`src/rtl/rs485_dir_pkg.sv`:
```
package rs485_dir_pkg;

  typedef enum logic [1:0] {
    PH_IDLE   = 2'd0,
    PH_GUARD  = 2'd1,
    PH_ACTIVE = 2'd2
  } dir_phase_e;

  // Register bit wins; with it clear the pin selects.
  function automatic logic auto_select(input logic reg_en, input logic pin_en);
    return reg_en ? 1'b1 : pin_en;
  endfunction

  // Interrupt source: shifter-empty in automatic mode, queue-empty otherwise.
  function automatic logic irq_source(input logic auto_on, input logic q_empty,
                                      input logic shift_busy);
    return auto_on ? (q_empty & ~shift_busy) : q_empty;
  endfunction

  // Driver may be released: last stop bit done, nothing queued, no new byte.
  function automatic logic release_ok(input logic stop_evt, input logic q_empty,
                                      input logic wr_evt);
    return stop_evt & q_empty & ~wr_evt;
  endfunction

endpackage

```
`src/rtl/rs485_guard_timer.sv`:
```
module rs485_guard_timer #(
  parameter int GUARD_BITS = 1
) (
  input  logic clk,
  input  logic rst_n,
  input  logic run,
  input  logic bit_tick,
  output logic done
);
  localparam int NEED = GUARD_BITS + 1;
  localparam int CW   = $clog2(NEED + 1);

  logic [CW-1:0] cnt_q;

  assign done = run & bit_tick & (cnt_q == CW'(NEED - 1));

  always_ff @(posedge clk or negedge rst_n) begin
    if (!rst_n)              cnt_q <= '0;
    else if (!run || done)   cnt_q <= '0;
    else if (bit_tick)       cnt_q <= cnt_q + 1'b1;
  end
endmodule

```
`src/rtl/rs485_dir_fsm.sv`:
```
module rs485_dir_fsm
  import rs485_dir_pkg::*;
(
  input  logic       clk,
  input  logic       rst_n,
  input  logic       auto_mode,
  input  logic       wr_stb,
  input  logic       stop_done,
  input  logic       fifo_empty,
  input  logic       guard_done,
  output dir_phase_e phase,
  output logic       guard_run,
  output logic       release_evt
);
  dir_phase_e phase_q, phase_d;

  assign phase       = phase_q;
  assign guard_run   = (phase_q == PH_GUARD);
  assign release_evt = (phase_q == PH_ACTIVE) & release_ok(stop_done, fifo_empty, wr_stb);

  always_comb begin
    phase_d = phase_q;
    if (!auto_mode) begin
      phase_d = PH_IDLE;
    end else begin
      unique case (phase_q)
        PH_IDLE:   if (wr_stb)      phase_d = PH_GUARD;
        PH_GUARD:  if (guard_done)  phase_d = PH_ACTIVE;
        PH_ACTIVE: if (release_evt) phase_d = PH_IDLE;
        default:                    phase_d = PH_IDLE;
      endcase
    end
  end

  always_ff @(posedge clk or negedge rst_n) begin
    if (!rst_n) phase_q <= PH_IDLE;
    else        phase_q <= phase_d;
  end
endmodule

```
`src/rtl/rs485_irq_sel.sv`:
```
module rs485_irq_sel
  import rs485_dir_pkg::*;
(
  input  logic clk,
  input  logic rst_n,
  input  logic auto_mode,
  input  logic fifo_empty,
  input  logic tsr_busy,
  output logic irq
);
  always_ff @(posedge clk or negedge rst_n) begin
    if (!rst_n) irq <= 1'b0;
    else        irq <= irq_source(auto_mode, fifo_empty, tsr_busy);
  end
endmodule

```
`src/rtl/rs485_dir_ctrl.sv`:
```
module rs485_dir_ctrl
  import rs485_dir_pkg::*;
#(
  parameter int GUARD_BITS = 1
) (
  input  logic clk,
  input  logic rst_n,
  input  logic reg_auto_en,
  input  logic pin_auto_en,
  input  logic wr_stb,
  input  logic fifo_empty,
  input  logic tsr_busy,
  input  logic stop_done,
  input  logic bit_tick,
  output logic rts_n,
  output logic load_ok,
  output logic tx_irq
);
  // Named internal events, visible to the bound checker.
  logic       auto_mode;
  logic       guard_run;
  logic       guard_done;
  logic       release_evt;
  dir_phase_e phase;

  assign auto_mode = auto_select(reg_auto_en, pin_auto_en);

  rs485_guard_timer #(.GUARD_BITS(GUARD_BITS)) u_guard (
    .clk      (clk),
    .rst_n    (rst_n),
    .run      (guard_run),
    .bit_tick (bit_tick),
    .done     (guard_done)
  );

  rs485_dir_fsm u_fsm (
    .clk         (clk),
    .rst_n       (rst_n),
    .auto_mode   (auto_mode),
    .wr_stb      (wr_stb),
    .stop_done   (stop_done),
    .fifo_empty  (fifo_empty),
    .guard_done  (guard_done),
    .phase       (phase),
    .guard_run   (guard_run),
    .release_evt (release_evt)
  );

  rs485_irq_sel u_irq (
    .clk        (clk),
    .rst_n      (rst_n),
    .auto_mode  (auto_mode),
    .fifo_empty (fifo_empty),
    .tsr_busy   (tsr_busy),
    .irq        (tx_irq)
  );

  assign rts_n   = (phase != PH_IDLE);
  assign load_ok = auto_mode ? (phase == PH_ACTIVE) : 1'b1;
endmodule

```
`config.mk`:
```
export PLATFORM = sky130hd
export DESIGN_NAME = rs485_dir_ctrl
export DESIGN_NICKNAME = d
export VERILOG_FILES = /design/src/rtl/rs485_dir_pkg.sv /design/src/rtl/rs485_guard_timer.sv /design/src/rtl/rs485_dir_fsm.sv /design/src/rtl/rs485_irq_sel.sv /design/src/rtl/rs485_dir_ctrl.sv
export SDC_FILE = /design/constraint.sdc
export NUM_CORES = 1
export LEC_CHECK = 0
export BUFFER_PORTS_ARGS = -buffer_cell sky130_fd_sc_hd__buf_4
export CAP_MARGIN = 20
export CELL_PAD_IN_SITES_DETAIL_PLACEMENT = 0
export CELL_PAD_IN_SITES_GLOBAL_PLACEMENT = 1
export CORE_AREA = 2 2 39 41
export DETAILED_ROUTE_END_ITERATION = 8
export DIE_AREA = 0 0 41 43
export PLACE_DENSITY_LB_ADDON = 0.25
export SYNTH_ARGS = -nofsm -noshare
export SYNTH_HDL_FRONTEND = slang
export SYNTH_HIERARCHICAL = 1
export SYNTH_SLANG_ARGS = --single-unit
```
`constraint.sdc`:
```
create_clock -name clk -period 1.6 [get_ports clk]
set_input_delay 0.24 -clock clk [delete_from_list [all_inputs] [get_ports clk]]
set_output_delay 0.24 -clock clk [all_outputs]
set_load 0.1 [all_outputs]
```
## Word level (Yosys, flattened, before mapping)

Index checks and enable logic that the tools add are counted.

- $add $sub $neg: 1
- Eq/ne operators: 6
- Multiplexer cells: 10
- Bitwise operators: 8
- Reduce and logical (&&, ||, !) cells: 6

Operator list:

| cell | number |
|---|---|
| 2-to-1 mux 2 bit | 6 |
| != test 3 bit (second input constant) | 3 |
| AND 1 bit | 6 |
| case mux 2 bit (3 select lines) | 1 |
| == test 2 x 1 -> 1 bit (second input constant) | 2 |
| nonzero test 2 bit | 2 |
| 2-to-1 mux 1 bit | 3 |
| AND reduction 3 bit | 1 |
| adder 2 x 1 -> 2 bit (second input constant) | 1 |
| == test 2 bit (second input constant) | 1 |
| logical NOT 2 bit | 1 |
| inverter 1 bit | 2 |
| logical NOT 1 bit | 1 |
| logical OR 1 bit | 1 |

- Bits in registers: 5
- Bits of input ports: 9
- Output and inout port bits: 3
- Word-level logic and storage cells: 34

## Longest topological paths before layout

Gate-level depths: netlist (run 1).

- Depth after elaboration: 6
- Depth in mapped cells: 4
- Mapped depth without buffers: 4

## By module

The synthesis (run 1) kept the hierarchy.

By module, submodules not included:

| module | instances | cells an instance | area an instance (um2) | sequential area each (um2) |
|---|---|---|---|---|
| rs485_dir_fsm | 1 | 10 | 108.9 | 50.0 |
| rs485_guard_timer | 1 | 10 | 107.6 | 50.0 |
| rs485_irq_sel | 1 | 2 | 36.3 | 25.0 |
| rs485_dir_ctrl | 1 | 4 | 27.5 | 0.0 |

## Worst setup path after synthesis (run 1)

No wires, ideal clock.

- Kind: reg2out
- From: reg u_fsm.phase_q[0], in the netlist u_fsm/phase[0]
- To: out load_ok
- Arrival: 1.259 ns
- Required time: 1.360 ns
- Slack: 0.101 ns
- Stages on the path, launching flop included: 2
- Buffers on the path: 0
- Path through: dfrtp_1 o21ai_2

- Longest elaborated chain between the ends: 2

Ends and longest elaborated chain:

| element | line | text |
|---|---|---|
| start, declared | rs485_dir_fsm.sv:15 | `dir_phase_e phase_q, phase_d;` |
| start signal, assigned | rs485_dir_fsm.sv:37 | `else phase_q <= phase_d;` |
| == test 2 bit | rs485_dir_ctrl.sv:59 | `assign load_ok = auto_mode ? (phase == PH_ACTIVE) : 1'b1;` |
| 2-to-1 mux 1 bit | rs485_dir_ctrl.sv:59 |  |
| end, declared | rs485_dir_ctrl.sv:16 | `output logic load_ok,` |

No other way between the ends.

## Final worst setup path (run 1)

- From: reg u_fsm.phase_q[0], in the netlist u_fsm/phase[0]
- To: out rts_n

- Longest elaborated chain between the ends: 1

Ends and longest elaborated chain:

| element | line | text |
|---|---|---|
| nonzero test 2 bit | rs485_dir_ctrl.sv:58 | `assign rts_n = (phase != PH_IDLE);` |
| end, declared | rs485_dir_ctrl.sv:15 | `output logic rts_n,` |

No other way between the ends.

==> results of run 1 <==
final timing paths:
path                       slack [ns]                to             start  cells after the start
min reg2reg                      0.50    u_fsm/phase[0]    u_fsm/phase[1]                      1
min in group asynchronous        0.33    u_fsm/phase[1]             rst_n                      2
min                              0.15         u_irq/irq          tsr_busy                      2
max in group asynchronous        1.15  u_guard/cnt_q[1]             rst_n                      2
max reg2reg                      0.27    u_fsm/phase[0]  u_guard/cnt_q[0]                      3
max                              0.22             rts_n    u_fsm/phase[0]                      2
per-layer routing:
metal | routed length, um | up-vias | share of wire (%) | track usage, %
li1 | - | 122 | - | -
met1 | 243 | 113 | 42 | 6.82
met2 | 272 | 8 | 47 | 11.6
met3 | 37 | 2 | 6.4 | 6.28
met4 | 19 | 0 | 3.3 | 10.0
met5 | 0 | - | 0 | 0
power breakdown:
| part | leakage [nW] | internal, mW | total, mW | switching, mW |
|---|---|---|---|---|
| clock network | 0.0177 | 0.0907 | 0.147 | 0.0567 |
| logic | 0.116 | 0.0694 | 0.202 | 0.133 |
| registers | 0.0646 | 0.153 | 0.175 | 0.0221 |
| total | 0.199 | 0.313 | 0.524 | 0.212 |
registers in the layout, indices dropped and copies added, names as in the netlist:
signal / cells
u_fsm/phase: 2
u_guard/cnt_q: 2
u_irq/irq: 1
per-stage QoR:
step	hold slack, ns	setup WS (ns)
after detailed placement	0.0454	0.265
after CTS	0.143	0.203
final	0.153	0.221
after global routing	0.142	0.169
after global placement	0.0462	0.303
after floorplan	-0.0556	0.114
area by class of cell:
class	count	area [sq um]	share of cell area, %
Clock buffer	3	22.5	5.45
Clock inverter	1	5.00	1.21
Inverter	3	11.3	2.73
Multi-Input combinational cell	17	136	33.0
Sequential cell	5	125	30.3
Tap cell	16	20.0	4.85
Timing Repair Buffer	12	92.6	22.4
cell usage in the layout, fill, tap and decap left out, drive strengths merged:
| cell type | instances |
|---|---|
| clkbuf | 3 |
| nand3b | 3 |
| nor2 | 1 |
| a32o | 1 |
| ha | 1 |
| nor2b | 1 |
| dlygate4sd3 | 1 |
| and3 | 1 |
| buf | 11 |
| o21ai | 1 |
| a21boi | 1 |
| o31ai | 2 |
| inv | 3 |
| or2 | 2 |
| and3b | 1 |
| a2111oi | 1 |
| clkinv | 1 |
| nand2 | 1 |
| dfrtp | 5 |
==> run_results.csv, run 1 <==
group,metric,value,unit
critical_path,worstPathRequired,1.36,ns
critical_path,arrival,1.14,ns
sta,max_slew.worst_pin.slew,0.324,ns
sta,period_share,86.2,%
floorplanning,pin_count,12,
pwr,p_per_area,1270,nW/um^2
placement,portBuffers,11,
yosys,syn-mean-instance-area,10.9,sq um
clock_network,cts_tree,"done",
critical_path,cp_slowest_cell,"dfrtp_1",
route,postRouteAntennaNets,0,
placement,placed_cell_area,375,sq um
route,viasPerCell,4.30,
critical_path,worst_setup_path_start_kind,"register",
global_routing,grt_first_pass_wirelength,876,um
clock_network,numCtsBuffers,3,
cells_and_area,n_antenna_cell,0,
pwr,finalPower,0.524,mW
clock_network,cts_buffer_depth,2,
critical_path,critical-path-max-stage-delay,0.42,ns
clock_network,clkTransAtPathRegs,0.05,ns
global_routing,grt-ovfl-total,0,
floorplanning,die_h,43,um
floorplanning,core_region_area,1380,sq um
cells_and_area,final_area,413,sq um
pwr,p_leak,0.199,nW
route,vias,245,
sta,skew,0.00798,ns
route,route.detailed.drc,0,
critical_path,path_delay_family,"flip-flops",
sta,relSlewSlack,78.4,%
placement,gp_congestion,0.630,
placement,dp_cells,52,
cells_and_area,layout.cells.non_filler,57,
floorplanning,die-area,1760,sq um
clock_network,cts_sinks,5,
yosys,synthCells,25,
cells_and_area,fillers,153,
yosys,ys_warn_count,6,
critical_path,cp.buffers_inverters,1,
critical_path,path_cells,"or2_1 > buf_4",
route,wire_per_inst,10.1,um
clock_network,cts_resized,0,
yosys,synthesis.nets,35,
clock_network,cts_setup_buffers,0,
route,first_pass_iters,3,
cells_and_area,fin_nets,52,
clock_network,clk_latency,0.25,ns
global_routing,globalRouteTotalUtil,8.56,%
sta,post-route-min-period,1.38,ns
hold_path,worst_hold_path_type,"in2reg",
critical_path,critical_path_class,"reg2out",
sta,setup_tns,0,ns
sta,slew_viol_final,0,
floorplanning,rows,14,
cells_and_area,layout-drive-gt1-share,48.8,%
critical_path,end_kind,"output port",
route,wl,574,um
outcome,status,"complete, no violations",
global_routing,antenna_found_initial,0,
sta,maxClockFrequency,725,MHz
floorplanning,initial_core_util,19.7,%
route,first_iter_violations,4,
yosys,syn_area,273,sq um
sta,hold_viol,0,
clock_network,root_buffer,"clkbuf_4",
cells_and_area,utilization,29.8,%
pwr,ir_worst_vdd,366,uV
global_routing,first_global_vias,228,
global_routing,grt_max_degree,7,
cells_and_area,syn2layout_area_growth,51.4,%
run,drv_cap,0,
sta,setup_violations,0,
sta,rsz0062_at_grt,"false",
critical_path,cp_max_fo,6,
placement,dp_hpwl,454,um
clock_network,cts_hold_buf,1,
clock_network,h-tree-depth,1,
floorplanning,fp.dieW,41,um
Note: power is estimated with default switching activity, not from simulation.
==> inputs of run 2 (changes only) <==
==> constraint.sdc (replaced) <==
create_clock -name clk -period 1.1 [get_ports clk]
set_input_delay 0.165 -clock clk [delete_from_list [all_inputs] [get_ports clk]]
set_output_delay 0.165 -clock clk [all_outputs]
set_load 0.1 [all_outputs]
==> run 2 against run 1 <==
  * The run now ends with setup timing left
  * Sequential share of layout area decreased by 7.3 points
  * Clock power rose by 41%
  * Cell area increased by 35%
  * Flip-flop and latch count unchanged
  * Register-to-register slack got worse by 0.38 ns
  * Global-route usage grew 2.2 points
==> run_results.csv, run 2 (same netlist as run 1, synthesis figures left out) <==
group,metric,value,unit
outcome,status,"finished, violations left",
clock_network,numCtsBuffers,3,
sta,relSlewSlack,81.7,%
critical_path,worst_r2r_endpoint,"u_fsm/phase[0]",
critical_path,cp_max_fo,3,
cells_and_area,fin_nets,60,
floorplanning,initial_core_util,19.7,%
global_routing,use_met3,7.85,%
sta,setup_slack,-0.146,ns
clock_network,clk_latency,0.24,ns
pwr,p_per_area,1790,nW/um^2
route,first_pass_iters,4,
cells_and_area,syn2layout_area_growth,104,%
floorplanning,die_h,43,um
global_routing,grt-ovfl-total,0,
clock_network,root_buffer,"clkbuf_4",
pwr,p_leak,0.258,nW
sta,maxClockFrequency,802,MHz
global_routing,first_global_vias,294,
critical_path,end_kind,"output port",
cells_and_area,final_common_cell,"buf_4",
cells_and_area,multi_input_area,185,sq um
route,wire_per_inst,10.9,um
critical_path,crit_path_start,"u_fsm/phase[1]",
global_routing,antenna_found_initial,0,
clock_network,clkTransAtPathRegs,0.04,ns
placement,portBuffers,11,
critical_path,worstSetupEndpoint,"rts_n",
global_routing,met1_usage,10.7,%
outcome,violations,"setup timing",
sta,slew_viol_final,0,
global_routing,grt_first_pass_wirelength,1180,um
clock_network,cts_tree,"done",
route,wl,706,um
critical_path,r2r_slack,-0.11,ns
cells_and_area,layout-drive-gt1-share,73.5,%
global_routing,grt_max_degree,6,
critical_path,arrival,1.08,ns
floorplanning,fp.dieW,41,um
floorplanning,pin_count,12,
route,vias,279,
sta,setup_violations,6,
sta,post-route-min-period,1.25,ns
global_routing,grt.met2_usage,16.6,%
route,route.detailed.drc,0,
floorplanning,die-area,1760,sq um
cells_and_area,n_antenna_cell,0,
cells_and_area,final_cell_mix,"buf_4 (15), clkbuf_4 (3), nand3b_1 (3), dfrtp_1 (3)",
cells_and_area,fillers,145,
critical_path,ff2ff_path_depth,4,
sta,period_share,113,%
sta,skew,0.00122,ns
hold_path,holdPathStages,2,
global_routing,globalRouteTotalUtil,10.8,%
placement,dp_slack,-0.0413,ns
cells_and_area,regArea,128,sq um
sta,max_slew.worst_pin.slew,0.277,ns
sta,hold_viol,0,
clock_network,cts_buffer_depth,2,
hold_path,worst_hold_path_type,"in2reg",
pwr,finalPower,0.992,mW
floorplanning,rows,14,
clock_network,h-tree-depth,1,
global_routing,grt.busiest_layer,"met2",
critical_path,worstPathRequired,0.94,ns
route,viasPerCell,4.29,
critical_path,critical_path_class,"reg2out",
critical_path,r2r-start,"u_fsm/phase[0]",
route,postRouteAntennaNets,0,
pwr,ir_worst_vdd,1100,uV
placement,gp_congestion,0.645,
run,drv_cap,0,
clock_network,cts_sinks,5,
floorplanning,core_region_area,1380,sq um
route,first_iter_violations,2,
sta,rsz0062_at_grt,"true",
placement,dp_hpwl,511,um
critical_path,worst_setup_path_start_kind,"register",
run 2: cell types whose count changed in the layout (fill, tap and decap cells not counted), moves of 2 or more:
cell	delta
dfrtp_1	-2
buf_4	+4
dfrtp_2	+2
buf_12	+2
buf_6	+2
run 2: per-layer routing:
metal	vias up	routed length (um)
li1	137	-
met1	131	248
met2	11	394
met3	0	62
met4	0	0
met5	-	0
run 2: layout make-up:
cell class                 count  share of cell area [%]
inverter                       3                    2.03
sequential                     5                    23.0
clock buffer                   4                    4.73
multi-input combinational     17                    33.3
tap                           16                    3.60
timing repair buffer          20                    33.3
run 2: per-stage QoR:
stage / TNS (ns) / util [%] / instances / area, sq um / hold slack [ns]
2_1_floorplan: -0.113 / - / 25 / 302 / -0.131
3_3_place_gp: -0.0418 / 31.9 / 57 / 442 / -0.0299
3_5_place_dp: -0.0995 / 31.9 / 57 / 442 / -0.0314
4_1_cts: -0.529 / 40.0 / 65 / 553 / 0.0829
5_1_grt: -0.809 / 40.1 / 65 / 556 / 0.0711
6_report: -0.464 / 40.1 / 65 / 556 / 0.0897
run 2: what timing repair did:
item / 4_1_cts / 5_1_grt
setup buffers: 3 / 0
pin swaps: 3 / 0
endpoints found under the setup margin: 5 / 6
hold endpoints to repair: 5 / 0
gates resized for setup: 11 / 1
hold buffers: 1 / 0
run 2: critical path, cell delays in order (launching register included):
cell and delay (ns):
dfrtp_2 0.41, or2_4 0.26, buf_12 0.16
run 2: worst min-delay path by stage:
stage / start / endpoint / slack [ns]
after floorplan: rst_n / u_fsm/phase[0] / -0.13
after global placement: rst_n / u_guard/cnt_q[1] / -0.03
after detailed placement: rst_n / u_guard/cnt_q[0] / -0.03
after CTS: tsr_busy / u_irq/irq / 0.08
after global routing: tsr_busy / u_irq/irq / 0.07
final: tsr_busy / u_irq/irq / 0.09
run 2: power breakdown:
part	total [mW]	switching [mW]	internal [mW]
combinational	0.528	0.262	0.266
sequential	0.258	0.0327	0.225
clock	0.207	0.0698	0.137
total	0.992	0.364	0.628
